===== src/rtl/sci_pkg.sv =====
package sci_pkg;

    localparam int OSR     = 16;
    localparam int OSR_W   = $clog2(OSR);
    localparam int MID_CNT = OSR / 2 - 1;

    typedef enum logic [1:0] {
        ADDR_CTRL = 2'd0,
        ADDR_TXD  = 2'd1,
        ADDR_RXD  = 2'd2,
        ADDR_STAT = 2'd3
    } reg_addr_e;

    localparam int FL_TXE  = 0;
    localparam int FL_TEND = 1;
    localparam int FL_RXF  = 2;
    localparam int FL_OVR  = 3;
    localparam int FL_PER  = 4;
    localparam int FL_FER  = 5;
    localparam int NFLAGS  = 6;

    typedef struct packed {
        logic ie_err;
        logic ie_rxf;
        logic ie_tend;
        logic ie_txe;
        logic par_odd;
        logic par_en;
        logic rx_en;
        logic tx_en;
    } ctrl_t;

    typedef struct packed {
        logic [7:0] data;
        logic       perr;
        logic       ferr;
    } rx_frame_t;

    typedef enum logic [2:0] {
        RX_IDLE, RX_START, RX_DATA, RX_PAR, RX_STOP
    } rx_state_e;

    function automatic logic parity_of(input logic [7:0] d, input logic odd);
        return (^d) ^ odd;
    endfunction

endpackage


===== src/rtl/sci_baud_tick.sv =====
module sci_baud_tick #(
    parameter int DIV = 2
) (
    input  logic clk,
    input  logic rst,
    output logic tick
);
    localparam int CW = (DIV > 1) ? $clog2(DIV) : 1;
    localparam logic [CW-1:0] LAST = CW'(DIV - 1);

    logic [CW-1:0] cnt;

    always_ff @(posedge clk) begin
        if (rst) begin
            cnt  <= '0;
            tick <= 1'b0;
        end else if (cnt == LAST) begin
            cnt  <= '0;
            tick <= 1'b1;
        end else begin
            cnt  <= cnt + 1'b1;
            tick <= 1'b0;
        end
    end
endmodule


===== src/rtl/sci_tx_shift.sv =====
module sci_tx_shift
    import sci_pkg::*;
(
    input  logic       clk,
    input  logic       rst,
    input  logic       tick,
    input  logic       load,
    input  logic [7:0] data,
    input  logic       par_en,
    input  logic       par_odd,
    output logic       txd,
    output logic       busy,
    output logic       done
);
    logic [10:0]      sh;
    logic [3:0]       bits_left;
    logic [OSR_W-1:0] sub;

    always_ff @(posedge clk) begin
        if (rst) begin
            sh        <= '1;
            bits_left <= '0;
            sub       <= '0;
            busy      <= 1'b0;
            done      <= 1'b0;
            txd       <= 1'b1;
        end else begin
            done <= 1'b0;
            if (load && !busy) begin
                sh        <= {1'b1, par_en ? parity_of(data, par_odd) : 1'b1, data, 1'b0};
                bits_left <= par_en ? 4'd11 : 4'd10;
                sub       <= '0;
                busy      <= 1'b1;
                txd       <= 1'b0;
            end else if (busy && tick) begin
                if (sub == OSR_W'(OSR - 1)) begin
                    sub       <= '0;
                    bits_left <= bits_left - 1'b1;
                    if (bits_left == 4'd1) begin
                        busy <= 1'b0;
                        done <= 1'b1;
                        txd  <= 1'b1;
                    end else begin
                        sh  <= {1'b1, sh[10:1]};
                        txd <= sh[1];
                    end
                end else begin
                    sub <= sub + 1'b1;
                end
            end
        end
    end

    assert_idle_mark_R2: assert property (@(posedge clk) disable iff (rst) !busy |-> txd)
        else $error("txd not at mark while idle");
endmodule


===== src/rtl/sci_rx_sample.sv =====
module sci_rx_sample
    import sci_pkg::*;
(
    input  logic      clk,
    input  logic      rst,
    input  logic      tick,
    input  logic      en,
    input  logic      rxd_s,
    input  logic      par_en,
    input  logic      par_odd,
    output logic      done,
    output rx_frame_t frame
);
    rx_state_e        state;
    logic [OSR_W-1:0] sub;
    logic [2:0]       idx;
    logic [7:0]       sh;
    logic             pbit;
    logic             rx_prev;

    always_ff @(posedge clk) begin
        if (rst) begin
            state   <= RX_IDLE;
            sub     <= '0;
            idx     <= '0;
            sh      <= '0;
            pbit    <= 1'b0;
            rx_prev <= 1'b1;
            done    <= 1'b0;
            frame   <= '0;
        end else begin
            done <= 1'b0;
            if (tick) rx_prev <= rxd_s;
            if (!en) begin
                state <= RX_IDLE;
            end else if (tick) begin
                unique case (state)
                    RX_IDLE: if (rx_prev && !rxd_s) begin
                        state <= RX_START;
                        sub   <= '0;
                    end
                    RX_START: if (sub == OSR_W'(MID_CNT)) begin
                        state <= rxd_s ? RX_IDLE : RX_DATA;
                        sub   <= '0;
                        idx   <= '0;
                    end else begin
                        sub <= sub + 1'b1;
                    end
                    RX_DATA: if (sub == OSR_W'(OSR - 1)) begin
                        sub <= '0;
                        sh  <= {rxd_s, sh[7:1]};
                        idx <= idx + 1'b1;
                        if (idx == 3'd7) state <= par_en ? RX_PAR : RX_STOP;
                    end else begin
                        sub <= sub + 1'b1;
                    end
                    RX_PAR: if (sub == OSR_W'(OSR - 1)) begin
                        sub   <= '0;
                        pbit  <= rxd_s;
                        state <= RX_STOP;
                    end else begin
                        sub <= sub + 1'b1;
                    end
                    RX_STOP: if (sub == OSR_W'(OSR - 1)) begin
                        sub        <= '0;
                        done       <= 1'b1;
                        frame.data <= sh;
                        frame.ferr <= !rxd_s;
                        frame.perr <= par_en && (pbit != parity_of(sh, par_odd));
                        state      <= RX_IDLE;
                    end else begin
                        sub <= sub + 1'b1;
                    end
                    default: state <= RX_IDLE;
                endcase
            end
        end
    end

    assert_start_confirmed_R11: assert property (@(posedge clk) disable iff (rst)
        (state == RX_DATA && $past(state) == RX_START) |-> !$past(rxd_s))
        else $error("start accepted with line high at mid-bit");
endmodule


===== src/rtl/sci_port.sv =====
module sci_port
    import sci_pkg::*;
#(
    parameter int DIV = 2
) (
    input  logic       clk,
    input  logic       rst,
    input  logic       bus_sel,
    input  logic       bus_wr,
    input  logic [1:0] bus_addr,
    input  logic [7:0] bus_wdata,
    output logic [7:0] bus_rdata,
    input  logic       rxd,
    output logic       txd,
    output logic       irq_txe,
    output logic       irq_tend,
    output logic       irq_rxf,
    output logic       irq_err
);
    ctrl_t             ctrl;
    logic [7:0]        tdr, rdr;
    logic [NFLAGS-1:0] flags, seen, clr;
    logic              rx_m, rx_s;
    logic              tick, load, tx_busy, tx_done, rx_done;
    rx_frame_t         rx_frame;
    logic              rd_stat, wr_stat, err_any;

    assign rd_stat = bus_sel && !bus_wr && bus_addr == ADDR_STAT;
    assign wr_stat = bus_sel && bus_wr && bus_addr == ADDR_STAT;
    assign clr     = wr_stat ? (seen & ~bus_wdata[NFLAGS-1:0]) : '0;
    assign err_any = flags[FL_OVR] | flags[FL_PER] | flags[FL_FER];
    assign load    = ctrl.tx_en && !flags[FL_TXE] && !tx_busy;

    sci_baud_tick #(.DIV(DIV)) tick_i (.clk(clk), .rst(rst), .tick(tick));

    sci_tx_shift tx_i (
        .clk(clk), .rst(rst), .tick(tick), .load(load), .data(tdr),
        .par_en(ctrl.par_en), .par_odd(ctrl.par_odd),
        .txd(txd), .busy(tx_busy), .done(tx_done)
    );

    sci_rx_sample rx_i (
        .clk(clk), .rst(rst), .tick(tick), .en(ctrl.rx_en), .rxd_s(rx_s),
        .par_en(ctrl.par_en), .par_odd(ctrl.par_odd),
        .done(rx_done), .frame(rx_frame)
    );

    always_ff @(posedge clk) begin
        if (rst) begin
            rx_m  <= 1'b1;
            rx_s  <= 1'b1;
            ctrl  <= '0;
            tdr   <= '0;
            rdr   <= '0;
            flags <= NFLAGS'(1 << FL_TXE | 1 << FL_TEND);
            seen  <= '0;
        end else begin
            rx_m <= rxd;
            rx_s <= rx_m;
            if (bus_sel && bus_wr && bus_addr == ADDR_CTRL) ctrl <= ctrl_t'(bus_wdata);
            if (bus_sel && bus_wr && bus_addr == ADDR_TXD)  tdr  <= bus_wdata;

            if (wr_stat)      seen <= '0;
            else if (rd_stat) seen <= seen | flags;
            else              seen <= seen & flags;

            flags <= flags & ~clr;
            if (clr[FL_TXE]) flags[FL_TEND] <= 1'b0;
            if (load)        flags[FL_TXE]  <= 1'b1;
            if (tx_done && flags[FL_TXE] && !clr[FL_TXE]) flags[FL_TEND] <= 1'b1;

            if (rx_done && !err_any) begin
                if (flags[FL_RXF]) begin
                    flags[FL_OVR] <= 1'b1;
                end else if (rx_frame.perr || rx_frame.ferr) begin
                    if (rx_frame.perr) flags[FL_PER] <= 1'b1;
                    if (rx_frame.ferr) flags[FL_FER] <= 1'b1;
                end else begin
                    rdr           <= rx_frame.data;
                    flags[FL_RXF] <= 1'b1;
                end
            end
        end
    end

    always_comb begin
        bus_rdata = '0;
        if (bus_sel && !bus_wr) begin
            unique case (reg_addr_e'(bus_addr))
                ADDR_CTRL: bus_rdata = ctrl;
                ADDR_TXD:  bus_rdata = tdr;
                ADDR_RXD:  bus_rdata = rdr;
                ADDR_STAT: bus_rdata = {1'b0, rx_s, flags};
                default:   bus_rdata = '0;
            endcase
        end
    end

    assign irq_txe  = flags[FL_TXE]  & ctrl.ie_txe;
    assign irq_tend = flags[FL_TEND] & ctrl.ie_tend;
    assign irq_rxf  = flags[FL_RXF]  & ctrl.ie_rxf;
    assign irq_err  = err_any        & ctrl.ie_err;

    assert_txe_on_load_R3: assert property (@(posedge clk) disable iff (rst)
        $rose(flags[FL_TXE]) |-> $past(load))
        else $error("transmit empty rose without a shifter load");
    assert_tend_needs_txe_R4: assert property (@(posedge clk) disable iff (rst)
        $rose(flags[FL_TEND]) |-> flags[FL_TXE])
        else $error("transmit finished set while a byte is queued");
    assert_rxf_from_frame_R5: assert property (@(posedge clk) disable iff (rst)
        $rose(flags[FL_RXF]) |-> $past(rx_done))
        else $error("receive full rose without a frame");
    assert_ovr_cause_R7: assert property (@(posedge clk) disable iff (rst)
        $rose(flags[FL_OVR]) |-> $past(rx_done && flags[FL_RXF]))
        else $error("overrun without a frame on a full register");
    assert_hold_on_err_R9: assert property (@(posedge clk) disable iff (rst)
        (rx_done && err_any) |=> $stable(rdr))
        else $error("receive data changed while an error was pending");
    assert_clear_needs_read_R10: assert property (@(posedge clk) disable iff (rst)
        $fell(flags[FL_RXF]) |-> $past(wr_stat && seen[FL_RXF] && !bus_wdata[FL_RXF]))
        else $error("receive full cleared without read-then-write-zero");
endmodule


===== config.mk =====
export PLATFORM = sky130hd
export DESIGN_NAME = sci_port
export DESIGN_NICKNAME = d
export VERILOG_FILES = /design/src/rtl/sci_pkg.sv /design/src/rtl/sci_baud_tick.sv /design/src/rtl/sci_tx_shift.sv /design/src/rtl/sci_rx_sample.sv /design/src/rtl/sci_port.sv
export SDC_FILE = /design/constraint.sdc
export NUM_CORES = 1
export LEC_CHECK = 0
export BUFFER_PORTS_ARGS = -buffer_cell sky130_fd_sc_hd__buf_2
export CORE_MARGIN = 8
export CORE_UTILIZATION = 45
export CTS_BUF_LIST = sky130_fd_sc_hd__clkbuf_4
export CTS_CLUSTER_DIAMETER = 50
export DETAILED_ROUTE_END_ITERATION = 6
export PLACE_DENSITY_LB_ADDON = 0.15
export SLEW_MARGIN = 20
export SYNTH_ARGS = -nofsm -noshare
export SYNTH_HDL_FRONTEND = slang
export SYNTH_HIERARCHICAL = 1
export SYNTH_SLANG_ARGS = --single-unit

===== constraint.sdc =====
create_clock -name clk -period 2.2 [get_ports clk]
set_clock_uncertainty 0.2 [all_clocks]
set_input_delay 0.33 -clock clk [delete_from_list [all_inputs] [get_ports clk]]
set_output_delay 0.33 -clock clk [all_outputs]
set_load 0.01 [all_outputs]

==> results of run 1 <==
==> cell families after synthesis <==
family                   count (synthesis)  synth area share [%]
AND/OR/NAND/NOR                        217                  27.0
flip-flops                              91                  40.6
AO/OA/AOI/OAI                           92                  12.9
adder cells (fa/ha/maj)                  6                  1.67
buffers and inverters                   34                  3.60
multiplexers                            36                  10.1
XOR/XNOR                                18                  4.13
==> synthesized netlist by cell type (all sizes together) (8+ instances only) <==
cell type  count
dfxtp         91
nor2          56
nand2         45
a21oi         42
o21ai         28
mux2i         27
buf           15
clkbuf        14
nor2b         13
nand2b        12
nand4b        10
nor3          10
nor4          10
xnor2         10
and3           8
nand4          8
==> registers in the layout, summed over array words and instances (netlist names), 3 cells and up <==
name,cells
rx_i/frame,10
rdr,8
tdr,8
ctrl,8
tx_i/bits_left,4
flags,6
rx_i/idx,3
tx_i/sub,4
rx_i/sh,8
rx_i/sub,4
seen,6
tx_i/sh,9
rx_i/state,3
==> through the flow <==
step | setup slack (ns) | cells | hold slack (ns)
global route | -0.00135 | 669 | 0.0327
CTS | 0.0208 | 669 | 0.0176
global placement | 0.194 | 644 | 0.193
detailed placement | 0.180 | 644 | 0.212
floorplan | 0.350 | 494 | 0.189
finish | 0.0698 | 669 | 0.0317
==> power by group through the flow <==
stage	clock network [mW]	logic [mW]	registers [mW]
final	0.799	0.147	1.68
after global routing	0.893	0.161	1.68
after CTS	0.835	0.147	1.68
after detailed placement	0	0.135	1.71
after global placement	0	0.133	1.71
after floorplan	0	0.0889	1.71
==> routing by layer <==
layer | up-vias | wire [microns] | track usage (%)
met5 | - | 0 | 0
met4 | 0 | 101 | 5.53
met3 | 8 | 402 | 3.54
met2 | 61 | 4760 | 24.7
met1 | 1750 | 4800 | 20.9
li1 | 1844 | - | -
==> cell type report <==
class	count	area (sq um)
Sequential cell	91	1840
Clock inverter	7	41.3
Inverter	5	18.8
Fill cell	943	4710
Clock buffer	9	67.6
Tap cell	133	166
Timing Repair Buffer	55	380
Multi-Input combinational cell	369	2510
==> worst max-delay path by stage <==
stage                      from      endpoint  cells after the start
floorplan              flags[0]    tx_i/sh[2]                      6
global placement    bus_addr[1]  bus_rdata[4]                      4
detailed placement  bus_addr[1]  bus_rdata[4]                      4
CTS                    flags[1]  bus_rdata[1]                      3
global route           flags[3]  bus_rdata[3]                      3
finish                 flags[1]  bus_rdata[1]                      3
==> repair_timing <==
item / in CTS / in global routing
setup endpoints to repair: 1 / 5
gates resized for setup: 1 / 10
endpoints found under the hold margin: 17 / 0
hold buffers: 9 / 0
==> results.md, run 1 <==
- Status: complete, no violations
- Int Power: 1.96 mW
- Crit Path Category: flip-flop to primary output
- Total CTS buffers: 9
- Yosys warning count: 6
- Area Overhead vs Synth: 11.9%
- Setup_tns: 0 ns
- Die width: 116 microns
- Core Footprint: 9730 sq um
- CP Data Required Time: 1.67 ns
- Starting Density: 46.1%
- Worst relative slew slack: 69.2%
- Commonest non-fill, non-tap cells in the layout: dfxtp_1 (80), nor2_1 (55), nand2_1 (45), a21oi_1 (42)
- Mapped Area: 4480 sq um
- Top-Level Pins: 28
- Worst-Skew Late Latency: 0.44 ns
- Final setup fails: 0
- Antenna-violating nets left: 0
- Remaining DRCs: 0
- RSZ-0062 raised after global routing: true
- Reg2reg end: rx_i/state[1]
- Finished Core Util: 51.6%
- N_diodes: 0
- DIE AREA: 13400 sq um
- Cells after Synth: 494
- Crit path launch type: flip-flop
- Critical path arrival: 1.60 ns
- Overall Global Routing Usage: 15.8%
- H-tree Lvls: 3
- Min-delay src: rst
- Worst path top cell family by delay: multiplexers
- Post-synth EDFFs: 0
- Synth area leaders: dfxtp_1 (41%), mux2i_1 (6.0%), a21oi_1 (4.7%), nor2_1 (4.6%), nand2_1 (3.8%)
- Fin crit share: 96.8%
- Die height: 116 microns
- First-pass GRT wire length: 16800 microns
- Crit. End Element: primary output
- Clk slew on worst S/H paths: 0.14 ns
- Sequential power share: 63.9%
- Hold Vio Cnt, Final: 0
- Post-DP HPWL: 7440 microns
- Initial DRT Pass Iterations: 4
- Sequential area share after synthesis: 40.6%
- Max_cap viols: 0
- Worst R2R Start: rx_i/state[1]
- Placer Congestion: 0.803
- Pwr Total: 2.62 mW
- Max Freq: 469 MHz
- Initial antenna violation count: 0
- Async SR Flop Fraction: 0%
- Placement Cell Area: 4800 sq um
- FP Rows: 36
- Root Buffer: clkbuf_4
- Largest net degree at the start of global routing: 50
- Deepest clock path buffer count: 2
- Hold Path Depth: 2
- Area share of the largest cell type after synthesis: 40.6%
- Psw: 0.668 mW
- Leakage: 2.00 nW
- Fin crit period: 2.13 ns
- FF+latch count, synth: 91
- Via count: 3663
- Synth cell types: 65
- First DRT Iteration DRCs: 249
- Worst reg-to-reg setup slack: 0.25 ns
- Combinational share of power: 5.6%
- Worst VDD drop: 0.000312 V
- Crit path buffers/inverters: 1
- Mapped Avg Cell Area: 9.08 sq um
- Worst-Margin Slew: 0.454 ns
- Layout cells sized above 1: 18.1%
- Worst path cell trace: mux4_2 > nor2b_1 > buf_2
- Post-synth top flop: dfxtp_1
- Slowest CP cell: mux4_2
- Hold Path End: tx_i/bits_left[3]
- Vias in the first global route: 3375
- Setup Buffers After CTS: 0
- Final Slew Violations: 0
- Clk sink count: 91
- Fin nets: 552
- IO buf count: 27
- Mapped Nets: 515
- HP Class: primary input to flip-flop
- Wire per inst: 15.1 microns
- Final Cell Area: 5020 sq um
- Worst Reg-to-Reg Cells: 5
- CP max stage delay: 0.46 ns
- Switch share: 25.5%
- Total gr overflow: 0
- Largest area contributor in the synthesized netlist: dfxtp_1
- Vias/cell: 5.48
- Clock network fraction of design power: 30.5%
- Most common cell after layout, fill and taps aside: dfxtp_1
- Crit Path Max Fanout: 5
- CTS tree: done
- Routed wire length: 10100 microns
- Pwr Density: 523 nW/um^2
(Power assumes the default switching activity.)
==> run 2, diff against run 1 <==
--- a/config.mk
+++ b/config.mk
@@ -8,7 +8,7 @@
 export BUFFER_PORTS_ARGS = -buffer_cell sky130_fd_sc_hd__buf_2
 export CORE_MARGIN = 8
 export CORE_UTILIZATION = 45
-export CTS_BUF_LIST = sky130_fd_sc_hd__clkbuf_4
+export CTS_BUF_LIST = sky130_fd_sc_hd__clkbuf_4 sky130_fd_sc_hd__clkbuf_8
 export CTS_CLUSTER_DIAMETER = 50
 export DETAILED_ROUTE_END_ITERATION = 6
 export PLACE_DENSITY_LB_ADDON = 0.15
==> run 2 against run 1 <==
Non-clock buffer count is 8 lower. Combinational power shrank 7%. Critical endpoint is now bus_rdata[6]. Clock-buffer cell count is 3 higher.
==> results.md, run 2 (synthesis gave the netlist of run 1 again) <==
- Root Buffer: clkbuf_8
- Clock network fraction of design power: 38.3% (+7.8 points)
- Hold Path End: tdr[6]
- Vias in the first global route: 3343 (-0.95%)
- Core Footprint: 9730 sq um (unchanged)
- Die width: 116 microns (unchanged)
- Hold Path Depth: 3 (+1)
- Psw: 0.709 mW (+6.2%)
- Area Overhead vs Synth: 11.7%
- Slowest CP cell: mux4_2
- Worst VDD drop: 0.000356 V (+14%)
- Initial antenna violation count: 0 (unchanged)
- Hold Vio Cnt, Final: 0 (unchanged)
- Placer Congestion: 0.803 (unchanged)
- Overall Global Routing Usage: 15.9% (+0.046 points)
- Setup Buffers After CTS: 0 (unchanged)
- Min-delay src: bus_wdata[6]
- Final setup fails: 0 (unchanged)
- Sequential power share: 57.0% (-6.9 points)
- Int Power: 2.23 mW (+14%)
- RSZ-0062 raised after global routing: false
- Fin crit period: 2.09 ns (-0.0438 ns)
- Via count: 3588 (-2.0%)
- Pwr Total: 2.94 mW (+12%)
- Wire per inst: 15.3 microns (+1.5%)
- Pwr Density: 586 nW/um^2 (+12%)
- Die height: 116 microns (unchanged)
- Vias/cell: 5.43 (-0.86%)
- Top-Level Pins: 28 (unchanged)
- Crit. End Element: primary output
- Crit Path Category: flip-flop to primary output
- Crit Path Max Fanout: 7 (+2)
- Worst reg-to-reg setup slack: 0.24 ns (about the same)
- Fin nets: 544 (-1.4%)
- WHS: 0.0243 ns (-0.00733 ns)
- Final Cell Area: 5010 sq um (-0.15%)
- Worst-Margin Slew: 0.456 ns (+0.00119 ns)
- Worst path cell trace: mux4_2 > nor2b_1 > buf_2
- First DRT Iteration DRCs: 238 (-4.4%)
- Worst Reg-to-Reg Cells: 5 (unchanged)
- HP Class: primary input to flip-flop
- Leakage: 2.00 nW (+0.21%)
- Fillers: 936 (-0.74%)
- Top Registers: rx_i/frame x10, tx_i/sh x9
- Antenna-violating nets left: 0 (unchanged)
- N_diodes: 0 (unchanged)
- Largest net degree at the start of global routing: 50 (unchanged)
- Total gr overflow: 0 (unchanged)
- First-pass GRT wire length: 16800 microns (+0.12%)
- Critical path arrival: 1.56 ns (-0.04 ns)
- Total CTS buffers: 9 (unchanged)
- Largest register FFs: 10 (unchanged)
- Deepest clock path buffer count: 2 (unchanged)
- Crit path launch type: flip-flop
- Final Slew Violations: 0 (unchanged)
- CP max stage delay: 0.49 ns (+0.03 ns)
- IO buf count: 27 (unchanged)
- Switch share: 24.2% (-1.3 points)
- Max Freq: 479 MHz (+2.1%)
- Worst R2R Start: rx_i/state[1]
- Most common cell after layout, fill and taps aside: dfxtp_1
- Worst relative slew slack: 69.1% (-0.080 points)
- DIE AREA: 13400 sq um (unchanged)
- Initial DRT Pass Iterations: 4 (unchanged)
- CTS tree: done
- Top reg by flops: rx_i/frame
- FP Rows: 36 (unchanged)
- Clk sink count: 91 (unchanged)
- Fin crit share: 94.8% (-2.0 points)
- Routed wire length: 10100 microns (+0.24%)
- Clk slew on worst S/H paths: 0.09 ns (-0.05 ns)
- Worst-Skew Late Latency: 0.37 ns (-0.07 ns)
- Combinational share of power: 4.6% (-1.0 points)
- H-tree Lvls: 3 (unchanged)
- Reg2reg end: rx_i/state[1]
- Setup_tns: 0 ns (unchanged)
- Layout cells sized above 1: 16.9% (-1.2 points)
- Status: complete, no violations
- Starting Density: 46.1% (unchanged)
- CP Data Required Time: 1.67 ns (about the same)
- Placement Cell Area: 4800 sq um (unchanged)
- Post-DP HPWL: 7440 microns (unchanged)
- Max_cap viols: 0 (unchanged)
- Commonest non-fill, non-tap cells in the layout: dfxtp_1 (91), nor2_1 (55), nand2_1 (45), a21oi_1 (42)
- Remaining DRCs: 0 (unchanged)
## run 2: changes by cell type in the layout (fill, tap and decap cells not counted), sizes merged
cell / previous run / this run
dlygate4sd3: 9 / 1
clkbuf: 9 / 12
clkinv: 4 / 1
## run 2: layout make-up
type	instances	area (sq um)	area share (%)
tap	133	166	3.32
inverter	5	18.8	0.375
multi-input combinational	369	2510	50.0
clock buffer	12	165	3.30
timing repair buffer	47	300	5.99
sequential	91	1820	36.4
clock inverter	4	30.0	0.599
## run 2: how the worst max path moves through the flow
stage                     start            to  slack (ns)  cells after the start
floorplan              flags[0]    tx_i/sh[2]        0.35                      6
global placement    bus_addr[1]  bus_rdata[4]        0.19                      4
detailed placement  bus_addr[1]  bus_rdata[4]        0.18                      4
CTS                        rx_s  bus_rdata[6]        0.09                      3
global route               rx_s  bus_rdata[6]        0.03                      3
finish                     rx_s  bus_rdata[6]        0.11                      3
## run 2: metrics by stage
stage	worst slack [ns]	utilization [%]	instances
5_1_grt	0.0344	51.5	661
4_1_cts	0.0883	51.5	661
6_report	0.114	51.5	661
3_5_place_dp	0.180	49.4	644
3_3_place_gp	0.194	49.4	644
2_1_floorplan	0.350	-	494
## run 2: layer usage
layer	GRT usage (%)	up-vias	wire (microns)
met4	4.15	0	92
met1	21.1	1692	4790
li1	-	1829	-
met2	24.6	57	4760
met3	4.43	10	456
met5	0	-	0
## run 2: power by group through the flow
stage / combinational [mW] / sequential, mW / clock (mW)
after floorplan: 0.0889 / 1.71 / 0
after CTS: 0.137 / 1.67 / 1.15
after global routing: 0.149 / 1.68 / 1.22
after detailed placement: 0.135 / 1.71 / 0
final: 0.136 / 1.67 / 1.12
after global placement: 0.133 / 1.71 / 0
## run 2: timing repair
| item | 4_1_cts | 5_1_grt |
|---|---|---|
| hold endpoints to repair | 1 | 0 |
| hold buffers | 1 | 0 |
| resized for setup | 0 | 0 |
## run 2: critical path: cells and delay by family (launching register included)
| kind | cells | cell delay [ns] |
|---|---|---|
| flops | 1 | 0.42 |
| simple gates | 1 | 0.13 |
| buf+inv | 1 | 0.15 |
| mux | 1 | 0.49 |
==> run 3, diff against run 2 <==
--- a/config.mk
+++ b/config.mk
@@ -5,6 +5,7 @@
 export SDC_FILE = /design/constraint.sdc
 export NUM_CORES = 1
 export LEC_CHECK = 0
+export ABC_AREA = 1
 export BUFFER_PORTS_ARGS = -buffer_cell sky130_fd_sc_hd__buf_2
 export CORE_MARGIN = 8
 export CORE_UTILIZATION = 45
==> run 3 against run 2 <==
Flip-flop and latch count did not move. Non-clock buffer count fell by 15. Routed wire length barely moved. First-iteration DRC count rose by 30%. Hold slack improved by 0.023 ns. Worst setup slack improved by 0.11 ns. Cell count rose by 21%. Via count rose by 9.0%. Register-to-register slack improved by 0.04 ns. Clock power barely moved. Total power rose by 1.2%. Largest cell class unchanged.
==> results.md, run 3 <==
- Status: complete, no violations
- Crit path launch type: primary input
- Combinational share of power: 6.1% (+1.5 points)
- CTS tree: done
- Leakage: 2.19 nW (+9.4%)
- Max Freq: 505 MHz (+5.4%)
- Max_cap viols: 0 (unchanged)
- Yosys warning count: 6 (unchanged)
- Post-synth top flop: dfxtp_1
- Post-place setup slack: 0.261 ns (+0.0807 ns)
- HP Class: primary input to flip-flop
- Vias/cell: 4.89 (-9.8%)
- Area share of the largest cell type after synthesis: 39.7% (-0.97 points)
- Core Footprint: 10100 sq um (+4.2%)
- Post-synth EDFFs: 0 (unchanged)
- Cells after Synth: 630 (+28%)
- Initial antenna violation count: 0 (unchanged)
- CP Data Required Time: 1.67 ns (about the same)
- Largest net degree at the start of global routing: 27 (-46%)
- Starting Density: 45.3% (-0.77 points)
- Overall Global Routing Usage: 15.6% (-0.23 points)
- Mapped Area: 4590 sq um (+2.5%)
- Final Slew Violations: 0 (unchanged)
- Top Registers: rx_i/frame x10, tx_i/sh x9
- Placer Congestion: 0.845 (+5.3%)
- Die width: 117 microns (+1.1%)
- Post-synth top cells: nand2_1 (150), dfxtp_1 (91), inv_1 (71), nor2_1 (60), a21oi_1 (49)
- Synth area leaders: dfxtp_1 (40%), nand2_1 (12%), inv_1 (5.8%), a21oi_1 (5.3%), nor2_1 (4.9%)
- Worst-Margin Slew: 0.539 ns (+0.0833 ns)
- Async SR Flop Fraction: 0% (unchanged)
- Crit Path Max Fanout: 8 (+1)
- Via count: 3911 (+9.0%)
- Root Buffer: clkbuf_8
- Hold Vio Cnt, Final: 0 (unchanged)
- Switch share: 23.4% (-0.76 points)
- Largest area contributor in the synthesized netlist: dfxtp_1
- Crit Path Category: primary input to primary output
- First DRT Iteration DRCs: 310 (+30%)
- FF+latch count, synth: 91 (unchanged)
- First-pass GRT wire length: 16800 microns (about the same)
- Post-DP HPWL: 7600 microns (+2.2%)
- Initial DRT Pass Iterations: 5 (+1)
- Worst relative slew slack: 64.0% (-5.2 points)
- Deepest clock path buffer count: 2 (unchanged)
- Fin nets: 681 (+25%)
- Synth cell types: 49 (-25%)
- Worst-Skew Late Latency: 0.35 ns (-0.02 ns)
- DIE AREA: 13700 sq um (+2.1%)
- Largest register FFs: 10 (unchanged)
- IO buf count: 27 (unchanged)
- Remaining DRCs: 0 (unchanged)
- Setup Buffers After CTS: 0 (unchanged)
- Final setup fails: 0 (unchanged)
- Pwr Density: 591 nW/um^2 (+0.85%)
- Inst Count DP: 784 (+22%)
- Vias in the first global route: 3597 (+7.6%)
- Fin crit period: 1.98 ns (-0.108 ns)
- Most common cell after layout, fill and taps aside: nand2_1
- Most frequent cell after synthesis: nand2_1
- Worst reg-to-reg setup slack: 0.28 ns (+0.04 ns)
- Area Overhead vs Synth: 9.37%
- Die height: 117 microns (+1.1%)
- Wire per inst: 12.6 microns (-17%)
- Setup slack after layout: 0.221 ns (+0.108 ns)
- Total gr overflow: 0 (unchanged)
- Layout cells sized above 1: 17.6% (+0.79 points)
- Commonest non-fill, non-tap cells in the layout: nand2_1 (150), dfxtp_1 (91), inv_1 (71), nor2_1 (60), a21oi_1 (49)
- Critical path arrival: 1.45 ns (-0.11 ns)
- Crit. End Element: primary output
- Total CTS buffers: 9 (unchanged)
- Fin crit share: 89.9% (-4.9 points)
- Mapped Nets: 651 (+26%)
- Final cell count without fillers: 799 (+21%)
- Clock network fraction of design power: 37.2% (-1.1 points)
- Top-Level Pins: 28 (unchanged)
- Worst VDD drop: 0.000295 V (-17%)
- Routed wire length: 10100 microns (about the same)
- Mapped Avg Cell Area: 7.29 sq um (-20%)
- Clk sink count: 91 (unchanged)
- Clk slew on worst S/H paths: 0.08 ns (about the same)
- Top reg by flops: rx_i/frame
- FP Rows: 37 (+2.8%)
- Sequential power share: 56.7% (-0.3 points)
- H-tree Lvls: 3 (unchanged)
- Psw: 0.695 mW (-2.0%)
- N_diodes: 0 (unchanged)
- Sequential area share after synthesis: 39.7% (-0.97 points)
- RSZ-0062 raised after global routing: false
- Antenna-violating nets left: 0 (unchanged)
- Setup_tns: 0 ns (unchanged)
- Fillers: 992 (+6.0%)
- Int Power: 2.27 mW (+2.2%)
[run 3: cell count changes in the layout (fill, tap and decap cells not counted), moves of 9 or more]
cell / previous run / this run
nand3_1: 4 / 20
o21ai_0: 19 / 38
nand2_1: 45 / 150
nand2b_1: 12 / 0
inv_2: 0 / 13
o21ai_1: 9 / 32
o211ai_2: 0 / 9
nand4b_1: 10 / 0
mux2i_1: 27 / 0
buf_4: 18 / 4
nor2b_1: 11 / 0
inv_1: 5 / 71
nor4_1: 9 / 0
[run 3: what timing repair did]
item | CTS | global route
endpoints found under the hold margin | 1 | 0
resized for setup | 0 | 0
hold buffers | 1 | 0
[run 3: final timing paths]
check / startpoint / to / depth (start not counted)
setup / recovery: bus_sel / bus_rdata[4] / 6
hold / removal: bus_wdata[7] / ctrl[7] / 3
setup reg to reg: tx_i/busy / tx_i/sh[8] / 8
hold reg to reg: rx_m / rx_s / 1
[run 3: cell families (layout without fill, tap and decap cells)]
| family | after synthesis | count (layout) | synth area share, % |
|---|---|---|---|
| simple gates | 273 | 273 | 28.0 |
| compound gates | 154 | 154 | 20.2 |
| buf+inv | 101 | 134 | 9.56 |
| flops | 91 | 91 | 39.7 |
| fa+ha+maj | 6 | 6 | 1.63 |
| xor+xnor | 5 | 5 | 0.953 |
[run 3: metal layers]
layer	GRT usage, %	part of all wire [%]	vias to the layer above	wire, microns
met1	20.1	51	1734	5100
met5	0	0	-	0
li1	-	-	2098	-
met2	24.7	43	67	4380
met4	5.97	1.9	0	188
met3	3.85	4.2	12	423
[run 3: area by class of cell]
class | count | area, sq um | area share, %
multi-input cells | 438 | 2330 | 46.4
flip-flops and latches | 91 | 1820 | 36.3
inverters | 88 | 339 | 6.75
repair buffers | 32 | 175 | 3.49
well taps | 136 | 170 | 3.39
clock buffers | 11 | 145 | 2.89
clock inverters | 3 | 40.0 | 0.797
[run 3: power by group through the flow]
stage	combinational (mW)	sequential (mW)	clock, mW
after global placement	0.177	1.72	0
after floorplan	0.123	1.71	0
final	0.181	1.68	1.11
after CTS	0.182	1.68	1.14
after detailed placement	0.180	1.72	0
after global routing	0.206	1.69	1.21
[run 3: through the flow]
step / hold slack [ns] / util [%] / total power [mW] / instance area (sq um)
2_1_floorplan: 0.188 / - / 1.84 / 4590
3_3_place_gp: 0.198 / 47.6 / 1.90 / 4830
3_5_place_dp: 0.201 / 47.6 / 1.90 / 4830
4_1_cts: 0.0216 / 49.6 / 3.01 / 5020
5_1_grt: 0.0246 / 49.6 / 3.10 / 5020
6_report: 0.0474 / 49.6 / 2.97 / 5020
[run 3: critical path, stage by stage]
cell	delay (ns)
buf_2	0.11
inv_1	0.07
nor2_1	0.37
o21ai_0	0.18
a31oi_1	0.21
buf_2	0.17
